--- src/rtl/vti_timer_pkg.sv ---
`timescale 1ns/1ps
// Shared constants and types for the text-band line timer.
package vti_timer_pkg;
    localparam int ROWS             = 7;   // scan lines per character row
    localparam int ROW_W            = $clog2(ROWS);
    localparam int BAND_FROM_BOTTOM = 10;  // default band start above frame end

    typedef enum logic [1:0] {
        EV_NONE  = 2'd0,
        EV_LINE  = 2'd1,
        EV_FRAME = 2'd2
    } sync_ev_e;
endpackage

--- src/rtl/vti_sync_sep.sv ---
`timescale 1ns/1ps
// Sorts active-low sync pulses into line or frame events by their width.
// Assumes sync_n is synchronous to clk. An event is reported one cycle
// after the first clock edge that samples sync_n high again.
module vti_sync_sep
    import vti_timer_pkg::*;
#(
    parameter int LINE_CLKS = 3200
) (
    input  logic     clk,
    input  logic     rst_n,
    input  logic     sync_n,
    output sync_ev_e ev
);
    localparam int LL_W = $clog2(LINE_CLKS + 2);
    localparam logic [LL_W-1:0] HALF_L = LL_W'(LINE_CLKS / 2);
    localparam logic [LL_W-1:0] SAT_L  = LL_W'(LINE_CLKS / 2 + 1);

    logic            sync_q;
    logic [LL_W-1:0] low_len;

    // Measure the low width and classify it when sync_n returns high.
    always_ff @(posedge clk) begin
        if (!rst_n) begin
            sync_q  <= 1'b1;
            low_len <= '0;
            ev      <= EV_NONE;
        end else begin
            sync_q <= sync_n;
            if (!sync_n)
                low_len <= (low_len == SAT_L) ? low_len : low_len + 1'b1;
            else
                low_len <= '0;
            if (!sync_q && sync_n)
                ev <= (low_len > HALF_L) ? EV_FRAME : EV_LINE;
            else
                ev <= EV_NONE;
        end
    end
endmodule

--- src/rtl/vti_frame_track.sv ---
`timescale 1ns/1ps
// Counts lines per frame, latches the standard, keeps the lock and watchdog,
// and flags the line sync that opens the text band.
// Assumes row_shift keeps the band start above line 1.
module vti_frame_track
    import vti_timer_pkg::*;
#(
    parameter int LINE_CLKS = 3200,
    parameter int MAX_LINES = 1023,
    parameter int STD_SPLIT = 575,
    parameter int SHIFT_W   = 4
) (
    input  logic               clk,
    input  logic               rst_n,
    input  sync_ev_e           ev,
    input  logic [SHIFT_W-1:0] row_shift,
    output logic               locked,
    output logic               std_50hz,
    output logic               trigger
);
    localparam int LINE_W = $clog2(MAX_LINES + 1);
    localparam int FCW    = $clog2(2 * (MAX_LINES + 1) * LINE_CLKS);
    localparam logic [LINE_W-1:0] SPLIT_L  = LINE_W'(STD_SPLIT);
    localparam logic [LINE_W-1:0] BOTTOM_L = LINE_W'(BAND_FROM_BOTTOM);
    localparam logic [LINE_W-1:0] LMAX_L   = LINE_W'(MAX_LINES);

    logic              seen_fs;
    logic [LINE_W-1:0] line_cnt;
    logic [LINE_W-1:0] total;
    logic [FCW-1:0]    frame_clk;
    logic [FCW-1:0]    period;
    logic [FCW-1:0]    limit;
    logic [LINE_W-1:0] start_line;
    logic [LINE_W-1:0] next_line;

    // Derive the watchdog limit and the band start from the latched count.
    always_comb begin
        period     = FCW'(total) * FCW'(LINE_CLKS);
        limit      = period + (period >> 1);
        start_line = total - BOTTOM_L - LINE_W'(row_shift);
        next_line  = (line_cnt == LMAX_L) ? line_cnt : line_cnt + 1'b1;
        trigger    = locked && (ev == EV_LINE) && (next_line == start_line);
    end

    // Track line count, standard, lock and frame watchdog.
    always_ff @(posedge clk) begin
        if (!rst_n) begin
            seen_fs   <= 1'b0;
            locked    <= 1'b0;
            std_50hz  <= 1'b0;
            line_cnt  <= '0;
            total     <= '0;
            frame_clk <= '0;
        end else if (ev == EV_FRAME) begin
            line_cnt  <= LINE_W'(1);
            frame_clk <= '0;
            seen_fs   <= 1'b1;
            if (seen_fs) begin
                total    <= line_cnt;
                locked   <= 1'b1;
                std_50hz <= (line_cnt >= SPLIT_L);
            end
        end else begin
            if (ev == EV_LINE)
                line_cnt <= next_line;
            if (frame_clk != '1)
                frame_clk <= frame_clk + 1'b1;
            if (locked && frame_clk >= limit) begin
                locked  <= 1'b0;
                seen_fs <= 1'b0;
            end
        end
    end
endmodule

--- src/rtl/vti_band_gen.sv ---
`timescale 1ns/1ps
// Free-running band timer: after one trigger it counts seven line periods
// and strobes at h_offset in each, ignoring line syncs until the band ends.
// Assumes h_offset < LINE_CLKS.
module vti_band_gen
    import vti_timer_pkg::*;
#(
    parameter int LINE_CLKS = 3200,
    parameter int HCNT_W    = $clog2(LINE_CLKS)
) (
    input  logic              clk,
    input  logic              rst_n,
    input  logic              locked,
    input  logic              trigger,
    input  logic [HCNT_W-1:0] h_offset,
    output logic              line_strobe,
    output logic [ROW_W-1:0]  glyph_row
);
    localparam logic [HCNT_W-1:0] HLAST_L = HCNT_W'(LINE_CLKS - 1);
    localparam logic [ROW_W-1:0]  RLAST_L = ROW_W'(ROWS - 1);

    logic              band_on;
    logic [HCNT_W-1:0] hcnt;

    // Run the line-period counter and the row index through the band.
    always_ff @(posedge clk) begin
        if (!rst_n || !locked) begin
            band_on   <= 1'b0;
            hcnt      <= '0;
            glyph_row <= '0;
        end else if (!band_on) begin
            if (trigger) begin
                band_on   <= 1'b1;
                hcnt      <= '0;
                glyph_row <= '0;
            end
        end else if (hcnt == HLAST_L) begin
            hcnt <= '0;
            if (glyph_row == RLAST_L) begin
                band_on   <= 1'b0;
                glyph_row <= '0;
            end else begin
                glyph_row <= glyph_row + 1'b1;
            end
        end else begin
            hcnt <= hcnt + 1'b1;
        end
    end

    // Pulse once per band line at the programmed horizontal offset.
    always_comb line_strobe = band_on && (hcnt == h_offset);
endmodule

--- src/rtl/vti_line_timer.sv ---
`timescale 1ns/1ps
// Text-band line timer: classifies sync, locks to frames and times one
// seven-line character row for an overlay. Assumes sync_n is synchronous.
module vti_line_timer
    import vti_timer_pkg::*;
#(
    parameter int LINE_CLKS = 3200,
    parameter int MAX_LINES = 1023,
    parameter int STD_SPLIT = 575,
    parameter int SHIFT_W   = 4,
    parameter int HCNT_W    = $clog2(LINE_CLKS)
) (
    input  logic               clk,
    input  logic               rst_n,
    input  logic               sync_n,
    input  logic [SHIFT_W-1:0] row_shift,
    input  logic [HCNT_W-1:0]  h_offset,
    output logic               line_strobe,
    output logic [2:0]         glyph_row,
    output logic               locked,
    output logic               std_50hz
);
    sync_ev_e           ev;
    logic               trigger;
    logic [ROW_W-1:0]   row_i;

    vti_sync_sep #(.LINE_CLKS(LINE_CLKS)) u_sep (
        .clk    (clk),
        .rst_n  (rst_n),
        .sync_n (sync_n),
        .ev     (ev)
    );

    vti_frame_track #(
        .LINE_CLKS (LINE_CLKS),
        .MAX_LINES (MAX_LINES),
        .STD_SPLIT (STD_SPLIT),
        .SHIFT_W   (SHIFT_W)
    ) u_track (
        .clk       (clk),
        .rst_n     (rst_n),
        .ev        (ev),
        .row_shift (row_shift),
        .locked    (locked),
        .std_50hz  (std_50hz),
        .trigger   (trigger)
    );

    vti_band_gen #(.LINE_CLKS(LINE_CLKS), .HCNT_W(HCNT_W)) u_band (
        .clk         (clk),
        .rst_n       (rst_n),
        .locked      (locked),
        .trigger     (trigger),
        .h_offset    (h_offset),
        .line_strobe (line_strobe),
        .glyph_row   (row_i)
    );

    assign glyph_row = 3'(row_i);
endmodule

--- config.mk ---
export PLATFORM = sky130hd
export DESIGN_NAME = vti_line_timer
export DESIGN_NICKNAME = d
export VERILOG_FILES = /design/src/rtl/vti_timer_pkg.sv /design/src/rtl/vti_sync_sep.sv /design/src/rtl/vti_frame_track.sv /design/src/rtl/vti_band_gen.sv /design/src/rtl/vti_line_timer.sv
export SDC_FILE = /design/constraint.sdc
export NUM_CORES = 1
export LEC_CHECK = 0
export CORE_MARGIN = 2
export CORE_UTILIZATION = 45
export CTS_CLUSTER_SIZE = 20
export DETAILED_ROUTE_END_ITERATION = 8
export SETUP_SLACK_MARGIN = 0.1
export SKIP_LAST_GASP = 1
export SLEW_MARGIN = 20
export SYNTH_ARGS = -nofsm -noshare
export SYNTH_HDL_FRONTEND = slang
export SYNTH_SLANG_ARGS = --single-unit
--- constraint.sdc ---
create_clock -name clk -period 6.73 [get_ports clk]
set_input_delay 1.346 -clock clk [delete_from_list [all_inputs] [get_ports clk]]
set_output_delay 1.346 -clock clk [all_outputs]
set_load 0.05 [all_outputs]
==> summary.txt <==
Setup path
  – WP data arrival: 6.24 ns
  – CP bufs+invs: 2
  – Req. time, crit path: 6.94 ns
  – R2R Setup Slk: 0.69 ns
  – Most used cell, CP: ha_1
  – Crit path max-delay cell type: dfxtp_1
  – Reg2Reg Depth: 22
  – CP max FO: 8
  – Top delay family on crit path: adder cells
  – Worst setup SP type: flip-flop
  – Crit path cell chain: inv_1, ha_1, ha_1, fa_1, ha_1, o21ai_1, nor2b_1, a211oi_2, or2_2, xnor2_1, ha_1, a21oi_1, inv_1, maj3_1, or2_1, o311ai_1, ha_1, nor2_1, o2111ai_1, a21oi_1, a2111oi_0, a21oi_1
  – Critical Path Max Stage Delay: 0.49 ns
  – Worst r2r dst: u_track.seen_fs
  – Crit end category: flip-flop
  – RR Startpoint: u_track.total[5]
  – Kind of critical path: flip-flop to flip-flop

Synthesis
  – Synth async-reset ratio: 0%
  – Number of flops mapped to enable cells by yosys: 0
  – Synth area leader: dfxtp_1
  – Warnings, synthesis: 0
  – Post-synth top area share: 23.6%
  – Sequential element share of the synthesized area: 23.6%
  – Post-Synthesis Cell Area: 6540 sq um
  – Post-synthesis cell count: 798
  – Syn Area/Cell: 8.20 sq um
  – Post-synthesis cell type count: 78
  – Yosys reg bits: 77
  – Syn_nets: 909
  – Top_reg_cell synth: dfxtp_1
  – Top-count cell post-synth: ha_1
  – Area contributors post-synth: dfxtp_1 24%, ha_1 16%, xor2_1 5.2%
  – Synth top cells by count: 85 x ha_1, 77 x dfxtp_1, 72 x nor2_1

Timing
  – Worst clock skew: 0.00651 ns
  – Crit share post-route: 89.7%
  – RSZ-0062 raised after global routing: false
  – Final setup violation count: 0
  – Setup TNS: 0 ns
  – Final Max Tran Viols: 0
  – FMAX: 166 MHz
  – Min cycle time layout: 6.04 ns
  – Final Hold Violating Endpoints: 0
  – Relative slew slack: 52.1%
  – Least-Margin Pin Slew: 0.716 ns

Cells and area
  – Antenna cells: 0
  – Layout cells sized above 1: 4.57%
  – Final instance area: 7190 sq um
  – Fill count: 1349
  – Nets@finish: 915
  – Area growth syn-to-layout: 9.87%

Placement
  – Gpl congestion: 0.850
  – Placed cell areas: 6880 sq um
  – IO buf count: 24
  – HPWL after DPL: 11500 microns

Clocking
  – CTS Hold Buffers Added: 0
  – CTS Buf Count: 9
  – H-tree depth: 3
  – Max clock buf depth: 2
  – Clk sinks: 77
  – Post-CTS Setup Repair Bufs: 0
  – CTS tree: built
  – Clock Latency Late Sink: 0.34 ns
  – Clock Root Buffer: clkbuf_16
  – Resized cells post-CTS: 0
  – Clock transition at the registers of the reported paths: 0.06 ns

GRT
  – Met3 GRT Util: 3.87%
  – Vias in the first global route: 5469
  – GRT met2 Usage: 30.9%
  – Top Usage Layer GRT: met2
  – Largest net degree at the start of global routing: 33
  – Antenna violations before repair: 0
  – Remaining global-route overflow: 0
  – Gr usage total: 19.9%
  – GR Layer Usage met1: 28.0%
  – First-pass GRT wire length: 25700 microns

Hold path
  – WHS Endpoint: u_sep.ev[0]
  – Hold Path Origin: u_sep.sync_q
  – Min-Delay Path Depth: 2
  – Hold Path Class: flip-flop to flip-flop

Pwr
  – Worst vdd ir: 0.138 mV
  – Lkg Pwr: 3.04 nW
  – Power consumption: 1.01 mW
  – Power Density: 140 nW/um^2

Route
  – Post-route ant nets: 0
  – Routed WL: 14900 microns
  – Number of DRC markers in iteration 0: 348
  – Routed vias/inst: 5.64
  – DR DRC count: 0
  – DRT Pass-1 Iters: 5
  – Vias: 5598
  – Drt wl/cell: 15.1 microns

Outcome
  – Status: complete, no violations

Floorplanning
  – Row Count: 44
  – Die Y: 125 microns
  – Die Area: 15500 sq um
  – Core area: 14400 sq um
  – Die X: 125 microns
  – Starting Density: 45.5%
  – I/O Pins: 25

Job
  – MaxCap Viol Count: 0
[power by group]
group          internal (mW)  leakage, nW  switching (mW)  total (mW)
sequential             0.459        0.621         0.00302       0.462
combinational         0.0264         2.28          0.0257      0.0522
clock                  0.298        0.146           0.195       0.493
total                  0.783         3.04           0.224        1.01
[kinds of logic (layout without fill, tap and decap cells)]
family,after synthesis,in the layout,synth area share (%)
buffers and inverters,79,90,4.86
adder cells (fa/ha/maj),94,94,18.7
flip-flops,77,77,23.6
XOR/XNOR,78,78,11.2
AO/OA/AOI/OAI,157,157,16.2
multiplexers,14,14,2.18
AND/OR/NAND/NOR,299,299,23.2
[stage by stage]
stage	std cells	setup slack (ns)	util, %	hold WS, ns
floorplan	798	1.32	-	0.466
global placement	977	0.891	47.9	0.491
detailed placement	977	0.740	47.9	0.487
CTS	993	0.694	50.0	0.498
global route	993	0.359	50.0	0.516
finish	993	0.692	50.0	0.495
[worst reg2reg max path: stages, from the launching register on]
cell and delay [ns]:
dfxtp_1 0.49, inv_1 0.14, ha_1 0.33, ha_1 0.32, fa_1 0.48, ha_1 0.41
o21ai_1 0.19, nor2b_1 0.34, a211oi_2 0.10, or2_2 0.34, xnor2_1 0.33, ha_1 0.32
a21oi_1 0.23, inv_1 0.07, maj3_1 0.35, or2_1 0.22, o311ai_1 0.25, ha_1 0.20
nor2_1 0.05, o2111ai_1 0.10, a21oi_1 0.06, a2111oi_0 0.49, a21oi_1 0.13
[how the worst max path moves through the flow]
| stage | startpoint | to | cells after the start |
|---|---|---|---|
| finish | u_track.total[5] | u_track.seen_fs | 22 |
| CTS | u_track.total[5] | u_track.seen_fs | 22 |
| global placement | u_track.total[5] | u_track.seen_fs | 22 |
| global route | u_track.total[5] | u_track.seen_fs | 22 |
| detailed placement | u_track.total[5] | u_track.seen_fs | 22 |
| floorplan | u_track.total[5] | u_track.seen_fs | 22 |
[metal layers]
layer / share of wire, % / vias to the layer above
met3: 3.0 / 12
met2: 44 / 85
met4: 1.3 / 0
met1: 52 / 2645
met5: 0 / -
li1: - / 2856
[layout make-up]
cell class / count / area, sq um / area share, %
timing repair buffer: 24 / 240 / 3.34
tap: 184 / 230 / 3.20
clock inverter: 5 / 60.1 / 0.836
multi-input combinational: 642 / 4680 / 65.2
sequential: 77 / 1540 / 21.5
clock buffer: 11 / 243 / 3.38
inverter: 50 / 188 / 2.61
[cell usage in the layout, fill, tap and decap left out, drive strengths merged, types with 19 or more instances in the layout]
master	count
xnor2	36
and3	23
a21oi	42
clkdlybuf4s50	24
ha	85
nor3	22
inv	49
nand3	33
dfxtp	77
nand4	19
nand2	71
nor2	72
xor2	41
o21ai	30
[state kept, by name, indices dropped and copies added, names as in the netlist]
signal             cells
u_band.band_on         1
u_band.glyph_row       3
u_band.hcnt           12
u_sep.ev               2
u_sep.low_len         12
u_sep.sync_q           1
u_track.frame_clk     23
u_track.line_cnt      10
u_track.locked         1
u_track.seen_fs        1
u_track.std_50hz       1
u_track.total         10
No activity file was read; power rests on OpenSTA's default activity.
